===== config.mk =====
export PLATFORM = sky130hd
export DESIGN_NAME = ram_b2_dp
export DESIGN_NICKNAME = d
export VERILOG_FILES = /design/src/rtl/ram_b2_pkg.sv /design/src/rtl/ram_b2_wr.sv /design/src/rtl/ram_b2_array.sv /design/src/rtl/ram_b2_rd.sv /design/src/rtl/ram_b2_dp.sv
export SDC_FILE = /design/constraint.sdc
export NUM_CORES = 1
export LEC_CHECK = 0
export BUFFER_PORTS_ARGS = -buffer_cell sky130_fd_sc_hd__buf_2
export CAP_MARGIN = 20
export CORE_MARGIN = 4
export CORE_UTILIZATION = 55
export CTS_CLUSTER_SIZE = 40
export DETAILED_ROUTE_END_ITERATION = 7
export PLACE_DENSITY = 0.78
export SLEW_MARGIN = 20
export SYNTH_ARGS = -nofsm -noshare
export SYNTH_HDL_FRONTEND = slang
export SYNTH_HIERARCHICAL = 1
export SYNTH_SLANG_ARGS = --single-unit

===== constraint.sdc =====
create_clock -name clk -period 4.63 [get_ports clk]
set_clock_uncertainty 0.2 [all_clocks]
set_input_delay 0.463 -clock clk [delete_from_list [all_inputs] [get_ports clk]]
set_output_delay 0.463 -clock clk [all_outputs]
set_load 0.01 [all_outputs]

===== src/rtl/ram_b2_pkg.sv =====
package ram_b2_pkg;
    // beat phase of the double-rate core clock
    typedef enum logic {
        BEAT_RISE = 1'b0,
        BEAT_FALL = 1'b1
    } beat_e;
endpackage


===== src/rtl/ram_b2_wr.sv =====
module ram_b2_wr #(
    parameter int ADDR_W = 4,
    parameter int LANE_W = 9,
    parameter int LANES  = 2
) (
    input  logic                          clk,
    input  logic                          rst_n,
    input  logic                          rise,
    input  logic                          wr_sel_n,
    input  logic [ADDR_W-1:0]             wr_addr,
    input  logic [LANES*LANE_W-1:0]       wr_data,
    input  logic [LANES-1:0]              wr_be_n,
    output logic                          pend_valid,
    output logic [ADDR_W-1:0]             pend_addr,
    output logic [2*LANES*LANE_W-1:0]     pend_data,
    output logic [2*LANES-1:0]            pend_mask
);
    localparam int W = LANES * LANE_W;

    typedef struct packed {
        logic                act;
        logic [W-1:0]        d0;
        logic [LANES-1:0]    m0;
        logic                pv;
        logic [ADDR_W-1:0]   pa;
        logic [2*W-1:0]      pd;
        logic [2*LANES-1:0]  pm;
    } wr_st_t;

    wr_st_t s_d, s_q;

    always_comb begin
        s_d = s_q;
        if (rise) begin
            // pending pair is committed on this edge
            s_d.pv  = 1'b0;
            s_d.act = ~wr_sel_n;
            if (!wr_sel_n) begin
                s_d.d0 = wr_data;
                s_d.m0 = ~wr_be_n;
            end
        end else if (s_q.act) begin
            // second beat and address, taken regardless of the select
            s_d.act = 1'b0;
            s_d.pv  = 1'b1;
            s_d.pa  = wr_addr;
            s_d.pd  = {wr_data, s_q.d0};
            s_d.pm  = {~wr_be_n, s_q.m0};
        end
    end

    always_ff @(posedge clk or negedge rst_n) begin
        if (!rst_n) s_q <= '0;
        else        s_q <= s_d;
    end

    assign pend_valid = s_q.pv;
    assign pend_addr  = s_q.pa;
    assign pend_data  = s_q.pd;
    assign pend_mask  = s_q.pm;
endmodule


===== src/rtl/ram_b2_array.sv =====
module ram_b2_array #(
    parameter int ADDR_W = 4,
    parameter int LANE_W = 9,
    parameter int LANES  = 2
) (
    input  logic                          clk,
    input  logic                          rst_n,
    input  logic                          commit,
    input  logic [ADDR_W-1:0]             cm_addr,
    input  logic [2*LANES*LANE_W-1:0]     cm_data,
    input  logic [2*LANES-1:0]            cm_mask,
    input  logic [ADDR_W-1:0]             rd_addr,
    output logic [2*LANES*LANE_W-1:0]     rd_word
);
    localparam int DEPTH = 1 << ADDR_W;
    localparam int SW    = 2 * LANES * LANE_W;
    localparam int SL    = 2 * LANES;

    typedef struct packed {
        logic [DEPTH-1:0][SW-1:0] mem;
    } arr_st_t;

    arr_st_t s_d, s_q;
    logic [SW-1:0] bit_mask;

    // expand lane enables to bit enables
    for (genvar g = 0; g < SL; g++) begin : g_lane
        assign bit_mask[g*LANE_W +: LANE_W] = {LANE_W{cm_mask[g]}};
    end

    always_comb begin
        s_d = s_q;
        if (commit) begin
            s_d.mem[cm_addr] = (s_q.mem[cm_addr] & ~bit_mask) | (cm_data & bit_mask);
        end
    end

    always_ff @(posedge clk or negedge rst_n) begin
        if (!rst_n) s_q <= '0;
        else        s_q <= s_d;
    end

    assign rd_word = s_q.mem[rd_addr];
endmodule


===== src/rtl/ram_b2_rd.sv =====
module ram_b2_rd #(
    parameter int ADDR_W = 4,
    parameter int LANE_W = 9,
    parameter int LANES  = 2
) (
    input  logic                          clk,
    input  logic                          rst_n,
    input  logic                          rise,
    input  logic                          rd_sel_n,
    input  logic [ADDR_W-1:0]             rd_addr,
    input  logic [2*LANES*LANE_W-1:0]     arr_word,
    input  logic                          pend_valid,
    input  logic [ADDR_W-1:0]             pend_addr,
    input  logic [2*LANES*LANE_W-1:0]     pend_data,
    input  logic [2*LANES-1:0]            pend_mask,
    output logic [ADDR_W-1:0]             arr_addr,
    output logic [LANES*LANE_W-1:0]       rd_data,
    output logic                          rd_valid,
    output logic                          rd_oe
);
    localparam int W  = LANES * LANE_W;
    localparam int SW = 2 * W;
    localparam int SL = 2 * LANES;

    typedef struct packed {
        logic                rv;
        logic [ADDR_W-1:0]   ra;
        logic                hv;
        logic [W-1:0]        hw;
        logic                v;
        logic                oe;
        logic [W-1:0]        d;
    } rd_st_t;

    rd_st_t s_d, s_q;
    logic          fwd_hit;
    logic [SW-1:0] merged;

    assign fwd_hit = pend_valid && (pend_addr == s_q.ra);

    // lane-wise forwarding of an uncommitted write
    for (genvar g = 0; g < SL; g++) begin : g_fwd
        assign merged[g*LANE_W +: LANE_W] = (fwd_hit && pend_mask[g]) ?
            pend_data[g*LANE_W +: LANE_W] : arr_word[g*LANE_W +: LANE_W];
    end

    always_comb begin
        s_d    = s_q;
        s_d.v  = 1'b0;
        s_d.oe = 1'b0;
        s_d.d  = '0;
        if (rise) begin
            s_d.hv = 1'b0;
            if (s_q.rv) begin
                s_d.v  = 1'b1;
                s_d.oe = 1'b1;
                s_d.d  = merged[W-1:0];
                s_d.hw = merged[SW-1:W];
                s_d.hv = 1'b1;
            end
            s_d.rv = ~rd_sel_n;
            s_d.ra = rd_addr;
        end else if (s_q.hv) begin
            s_d.v  = 1'b1;
            s_d.oe = 1'b1;
            s_d.d  = s_q.hw;
            s_d.hv = 1'b0;
        end
    end

    always_ff @(posedge clk or negedge rst_n) begin
        if (!rst_n) s_q <= '0;
        else        s_q <= s_d;
    end

    assign arr_addr = s_q.ra;
    assign rd_data  = s_q.d;
    assign rd_valid = s_q.v;
    assign rd_oe    = s_q.oe;
endmodule


===== src/rtl/ram_b2_dp.sv =====
module ram_b2_dp #(
    parameter int ADDR_W = 4,
    parameter int LANE_W = 9,
    parameter int LANES  = 2
) (
    input  logic                     clk,
    input  logic                     rst_n,
    input  logic                     rd_sel_n,
    input  logic [ADDR_W-1:0]        rd_addr,
    input  logic                     wr_sel_n,
    input  logic [ADDR_W-1:0]        wr_addr,
    input  logic [LANES*LANE_W-1:0]  wr_data,
    input  logic [LANES-1:0]         wr_be_n,
    output logic                     beat_hi,
    output logic [LANES*LANE_W-1:0]  rd_data,
    output logic                     rd_valid,
    output logic                     rd_oe
);
    import ram_b2_pkg::*;

    localparam int SW = 2 * LANES * LANE_W;
    localparam int SL = 2 * LANES;

    typedef struct packed {
        beat_e ph;
    } top_st_t;

    top_st_t s_d, s_q;

    always_comb begin
        s_d    = s_q;
        s_d.ph = (s_q.ph == BEAT_RISE) ? BEAT_FALL : BEAT_RISE;
    end

    always_ff @(posedge clk or negedge rst_n) begin
        if (!rst_n) s_q <= '{ph: BEAT_RISE};
        else        s_q <= s_d;
    end

    logic              rise;
    logic              pend_valid;
    logic [ADDR_W-1:0] pend_addr;
    logic [SW-1:0]     pend_data;
    logic [SL-1:0]     pend_mask;
    logic [ADDR_W-1:0] arr_addr;
    logic [SW-1:0]     arr_word;

    assign rise    = (s_q.ph == BEAT_RISE);
    assign beat_hi = (s_q.ph == BEAT_FALL);

    ram_b2_wr #(.ADDR_W(ADDR_W), .LANE_W(LANE_W), .LANES(LANES)) i_wr (
        .clk(clk), .rst_n(rst_n), .rise(rise),
        .wr_sel_n(wr_sel_n), .wr_addr(wr_addr), .wr_data(wr_data), .wr_be_n(wr_be_n),
        .pend_valid(pend_valid), .pend_addr(pend_addr),
        .pend_data(pend_data), .pend_mask(pend_mask)
    );

    ram_b2_array #(.ADDR_W(ADDR_W), .LANE_W(LANE_W), .LANES(LANES)) i_array (
        .clk(clk), .rst_n(rst_n),
        .commit(pend_valid && rise), .cm_addr(pend_addr),
        .cm_data(pend_data), .cm_mask(pend_mask),
        .rd_addr(arr_addr), .rd_word(arr_word)
    );

    ram_b2_rd #(.ADDR_W(ADDR_W), .LANE_W(LANE_W), .LANES(LANES)) i_rd (
        .clk(clk), .rst_n(rst_n), .rise(rise),
        .rd_sel_n(rd_sel_n), .rd_addr(rd_addr), .arr_word(arr_word),
        .pend_valid(pend_valid), .pend_addr(pend_addr),
        .pend_data(pend_data), .pend_mask(pend_mask),
        .arr_addr(arr_addr), .rd_data(rd_data), .rd_valid(rd_valid), .rd_oe(rd_oe)
    );
endmodule


Yosys cells after proc, flatten, opt, wreduce, memory -nomap -nowiden
Cells that the tools add are included.

storage, ports and cells
  register bits after elaboration = 687
  bits of input ports = 32
  logic and storage cells = 73

operators by class
  order comparisons = 3
  equality and inequality tests = 2
  muxes and demuxes = 19
  bitwise logic cells = 8
  reduce and logical (&&, ||, !) cells = 10

operator list
  cell                count
  $bwmux 576          1
  $bmux 36 s4         2
  $demux 36 s4        1
  $mux 36             3
  $and 36x36->36      2
  $mux 45             1
  $mux 20             2
  $mux 39             1
  $mux 9              4
  $not 36->36         1
  $or 36x36->36       1
  $lt 4x5->1 const B  2
  $logic_and 1x1->1   7
  $reduce_and 2->1    3
  $eq 4x4->1          1
  $ge 4x1->1 const B  1
  $mux 1              4
  $not 1->1           3
  $ne 2x1->1 const B  1
  $not 2->2           1

Logic depth before layout (Yosys ltp)
  depth after elaboration = 6
  depth in mapped cells = 9
  mapped depth without buffers = 5

Modules after synthesis
The synthesis kept the hierarchy.

modules (own cells, without submodules)
  module        instances  cells each  area an instance (um^2)  seq. area each (um^2)
  ram_b2_array  1          2786        30814.6                  14413.8
  ram_b2_wr     1          190         2980.4                   1651.6
  ram_b2_rd     1          288         2640.0                   1076.0
  ram_b2_dp     1          3           35.0                     25.0

Worst setup path before layout
Ideal clock, no wire load.

  path type = register to register
  from = reg i_rd.s_q, in the netlist i_rd/arr_addr[1]
  to = reg i_rd/s_q[27] in the netlist's numbering
  library setup time = 0.141 ns
  data arrival time = 2.163 ns
  data required time = 4.289 ns
  path slack = 2.126 ns
  stages on the path, launching flop included = 9
  path buffers = 4
  clock period less this slack = 2.504 ns
  cell sequence = dfrtp_1 > buf_4 > buf_2 > buf_2 > buf_1 > mux4_2 > mux4_2 > o31ai_2 > a31oi_1

RTL lines
  element                        line                source
  start: declaration             ram_b2_rd.sv:35     rd_st_t s_d, s_q;
  start signal: assignment       ram_b2_rd.sv:72     if (!rst_n) s_q <= '0;
  start signal: assignment       ram_b2_rd.sv:73     else s_q <= s_d;
  $bmux 36 s4                    ram_b2_array.sv:43  assign rd_word = s_q.mem[rd_addr];
  $mux 36 (not written as such)  ram_b2_array.sv:43
  via arr_word[25]               ram_b2_dp.sv:46     logic [SW-1:0] arr_word;
  $mux 9                         ram_b2_rd.sv:43     assign merged[g*LANE_W +: LANE_W] = (fwd_hit && pend_mask[g]) ?

The timed path passes the listed nets, and every way through them passes these cells. The select of a mux whose other input is x is not followed.
A chain may end at the register's enable or synchronous reset.

Final worst setup path
  from = reg i_wr.s_q, in the netlist i_wr/pend_addr[2]
  to = reg i_array/s_q[456] in the netlist's numbering

between the ends
  cells in the longest elaborated chain, start to end = 5

ends and longest elaborated chain
  element                                                                    line                source
  start: declaration                                                         ram_b2_wr.sv:30     wr_st_t s_d, s_q;
  start signal: assignment                                                   ram_b2_wr.sv:53     if (!rst_n) s_q <= '0;
  start signal: assignment                                                   ram_b2_wr.sv:54     else s_q <= s_d;
  $lt 4x5->1 (not written as such) (tied with other cells)                   ram_b2_array.sv:34  s_d.mem[cm_addr] = (s_q.mem[cm_addr] & ~bit_mask) | (cm_data & bit_mask);
  $logic_and 1x1->1 (not written as such) / $mux 36 (equally long branches)  ram_b2_array.sv:34
  $mux 36 (not written as such) / $and 36x36->36 (equally long branches)     ram_b2_array.sv:34
  $demux 36 s4 / $or 36x36->36 (equally long branches)                       --
  $bwmux 576 (*)                                                             ram_b2_array.sv:34
  end signal: assignment                                                     ram_b2_array.sv:39  if (!rst_n) s_q <= '0;
  end signal: assignment                                                     ram_b2_array.sv:40  else s_q <= s_d;
  end: declaration                                                           ram_b2_array.sv:23  arr_st_t s_d, s_q;

Mark *: on every way between the ends. The rest lies on a longest branch, timed or not. The select of a mux whose other input is x is not followed.

==> run summary <==
run status: completed
CTS Buffer Depth: 3
Distinct cells, synth: 51
Post-synth EDFFs: 0
count of state elements after synthesis: 686
Tmin final: 3520 ps
Area growth syn-to-layout: 6.64%
post-route setup slack: 1110 ps
maxcap violations: 0
Core ar.: 65700 um^2
Std-Cell Rows: 94
Post-synth top flop: dfrtp_1
critical-path cell list: and3b_2 -> buf_4 -> a222oi_1 -> a21o_1 -> o21ai_0
all-layer global routing usage: 29.0%
Ports: 53
TritonRoute pass-1 iters: 6
Net Sw Power: 6.81 mW
initial antenna violation count: 2
sequential share of the synthesized area: 47.1%
Die Y: 266 um
Final Hold Viols: 0
routed wire length: 104 mm
Syn. warnings: 6
1st-iter DRT viols: 3802
RSZ-0062 raised after global routing: false
die width: 266 um
internal reg-to-reg setup slack: 1110 ps
initial core utilization: 55.5%
gr ovfl total: 0
clock latency at the later pin of the worst-skew pair: 630 ps
vias in the first global route: 27100
most frequent cells in the layout: dfrtp_1, nand2_1, nor2_1, a31oi_1, mux4_2
CP endpoint kind: flip-flop
CP Buf/Inv Count: 1
slowest CP cell: dfrtp_1
first-pass GRT wire length: 161 mm
Wirelength per Cell: 25.8 um
worst-path fanout max: 22
H-tree lvl count: 3
half-perimeter wire length after placement: 56.6 mm
Mapped Cells: 3267
cts bufs inserted: 69
nets: 3129
post-route clock period utilization: 76.1%
largest net degree at the start of global routing: 108
VDD IR-drop max: 0.336 mV
commonest non-fill, non-tap cell in the layout: dfrtp_1
CP max stage delay: 1060 ps
worst path required time: 4950 ps
root buffer cell: clkbuf_16
LEAKAGE: 16.6 nW
synthesized cell area: 36500 um^2
Placer Congestion: 0.839
pre-CTS setup slack: 1210 ps
# diodes: 0
combinational fraction of design power: 26.8%
fraction of layout cells with a size suffix above 1: 20.6%
Setup Total Neg Slack: 0 ps
asr flop ratio synth: 100%
slew of the pin with the lowest slew margin: 1220 ps
Sw Share: 32.6%
net count after synthesis: 3299
worst rel slew slack: 18.8%
Avg Inst Size Synth: 11.2 um^2
final setup fails: 0
critical path class: flip-flop to flip-flop
cell-internal power: 14.1 mW
# DRC: 0
DR vias: 27400
drt via density: 6.83
Fmax achieved: 284 MHz
Flop pwr share: 45.4%
crit path DAT: 3840 ps
CTS tree: yes
die area: 70500 um^2
Top Family by Delay on Critical Path: flip-flops
Fill cells: 5055
I/O Buffers: 52
HP Class: input port to flip-flop
Max Slew Vio Count: 0
Power Density: 537 nW/um^2
Clock power frac: 27.8%
Routed Antenna Nets: 0
startpoint type of the worst setup path: flip-flop
CTS sink cnt: 686
clk slew on worst S/H paths: 60 ps
synth_stat cells (2+ instances only):
cell type	number	area [um^2]
nand2b_1	2	12.5
inv_1	8	30.0
mux2_4	51	766
mux2_2	89	1000
nand3_1	12	60.1
and2_1	10	62.6
nand2_1	368	1380
a211oi_2	5	62.6
buf_12	4	80.1
o31ai_2	10	125
o211ai_1	18	135
o21ai_1	160	801
buf_1	15	56.3
mux4_2	180	4050
buf_4	102	766
a31oi_1	306	1910
a22oi_2	2	25.0
a21oi_1	37	185
a21o_2	24	210
mux2i_1	148	1480
or4_4	2	22.5
o21ai_0	128	641
nor4_2	2	25.0
mux2_1	68	766
nor2_1	310	1160
a22oi_1	34	255
nor4_4	2	42.5
nor2b_1	44	275
a211oi_1	31	233
nand4_1	36	225
a21o_1	12	90.1
buf_2	53	265
dfrtp_1	686	17200
nand3_2	28	280
o31ai_1	8	60.1
a222oi_1	36	360
and3b_1	4	35.0
buf_6	46	518
and3_1	22	138
clkbuf_1	153	574
what timing repair did:
action | in CTS | in global routing
setup buffers | 0 | 0
hold buffers | 30 | 0
endpoints found under the hold margin | 144 | 0
resized for setup | 0 | 0
cell families after synthesis:
logic type      share of synthesized area [%]
simple gates                             10.4
mux                                      22.1
compound gates                           14.0
xor+xnor                               0.0480
buf+inv                                  6.32
flops                                    47.1
final timing paths:
kind | startpoint | to | depth (start not counted)
max in group asynchronous | rst_n | i_array/s_q[102]$_DFFE_PN0P_ | 3
max reg2reg | i_wr/pend_addr[2]$_DFFE_PN0P_ | i_array/s_q[456]$_DFFE_PN0P_ | 5
min | wr_sel_n | i_wr/s_q[65]$_DFF_PN0_ | 4
min in group asynchronous | rst_n | i_array/s_q[150]$_DFFE_PN0P_ | 2
max | i_wr/pend_addr[2]$_DFFE_PN0P_ | i_array/s_q[456]$_DFFE_PN0P_ | 5
min reg2reg | i_wr/s_q[47]$_DFFE_PN0P_ | i_wr/pend_data[0]$_DFFE_PN0P_ | 1
sequential cells by signal, summed over array words and instances, names as in the netlist, 4 cells and up:
signal / flops
i_rd/arr_addr: 4
i_rd/rd_data: 18
i_wr/s_q: 21
i_wr/pend_addr: 4
i_rd/s_q: 20
i_wr/pend_data: 36
i_array/s_q: 576
i_wr/pend_mask: 4
power by group through the flow:
stage | Combinational (mW) | Sequential [mW] | Clock, mW
floorplan | 4.64 | 8.89 | 0
global placement | 5.27 | 9.40 | 0
detailed placement | 5.45 | 9.48 | 0
CTS | 5.53 | 9.41 | 5.84
global route | 6.10 | 9.70 | 6.10
finish | 5.59 | 9.48 | 5.80
routing by layer:
metal / global-route usage, % / part of all wire, %
met4: 14.5 / 5.6
met5: 0 / 0.032
met1: 38.5 / 38
met2: 46.3 / 47
met3: 5.66 / 9.4
through the flow:
step                instances  power, mW  hold WS [ps]  util [%]  instance area [um^2]
global placement         3858       14.7           274      55.1                 36200
finish                   4014       20.9           246      59.2                 38900
CTS                      4012       20.8           248      59.1                 38800
detailed placement       3858       14.9           284      55.1                 36200
floorplan                3267       13.5         -32.6         -                 36500
global route             4014       21.9           287      59.2                 38900
worst min-delay path: cells and delay by family:
| family | cells | cell delay, ps |
|---|---|---|
| AND/OR/NAND/NOR | 1 | 140 |
| buffers and inverters | 3 | 430 |
final cells by class:
class | instances | area [um^2] | share of cell area, %
clock inverter | 25 | 279 | 0.717
sequential | 686 | 17200 | 44.2
multi-input combinational | 2199 | 17100 | 44.1
timing repair buffer | 133 | 1120 | 2.87
tap | 864 | 1080 | 2.78
clock buffer | 99 | 2050 | 5.28
inverter | 8 | 30.0 | 0.0772
No activity file was read; power rests on OpenSTA's default activity.
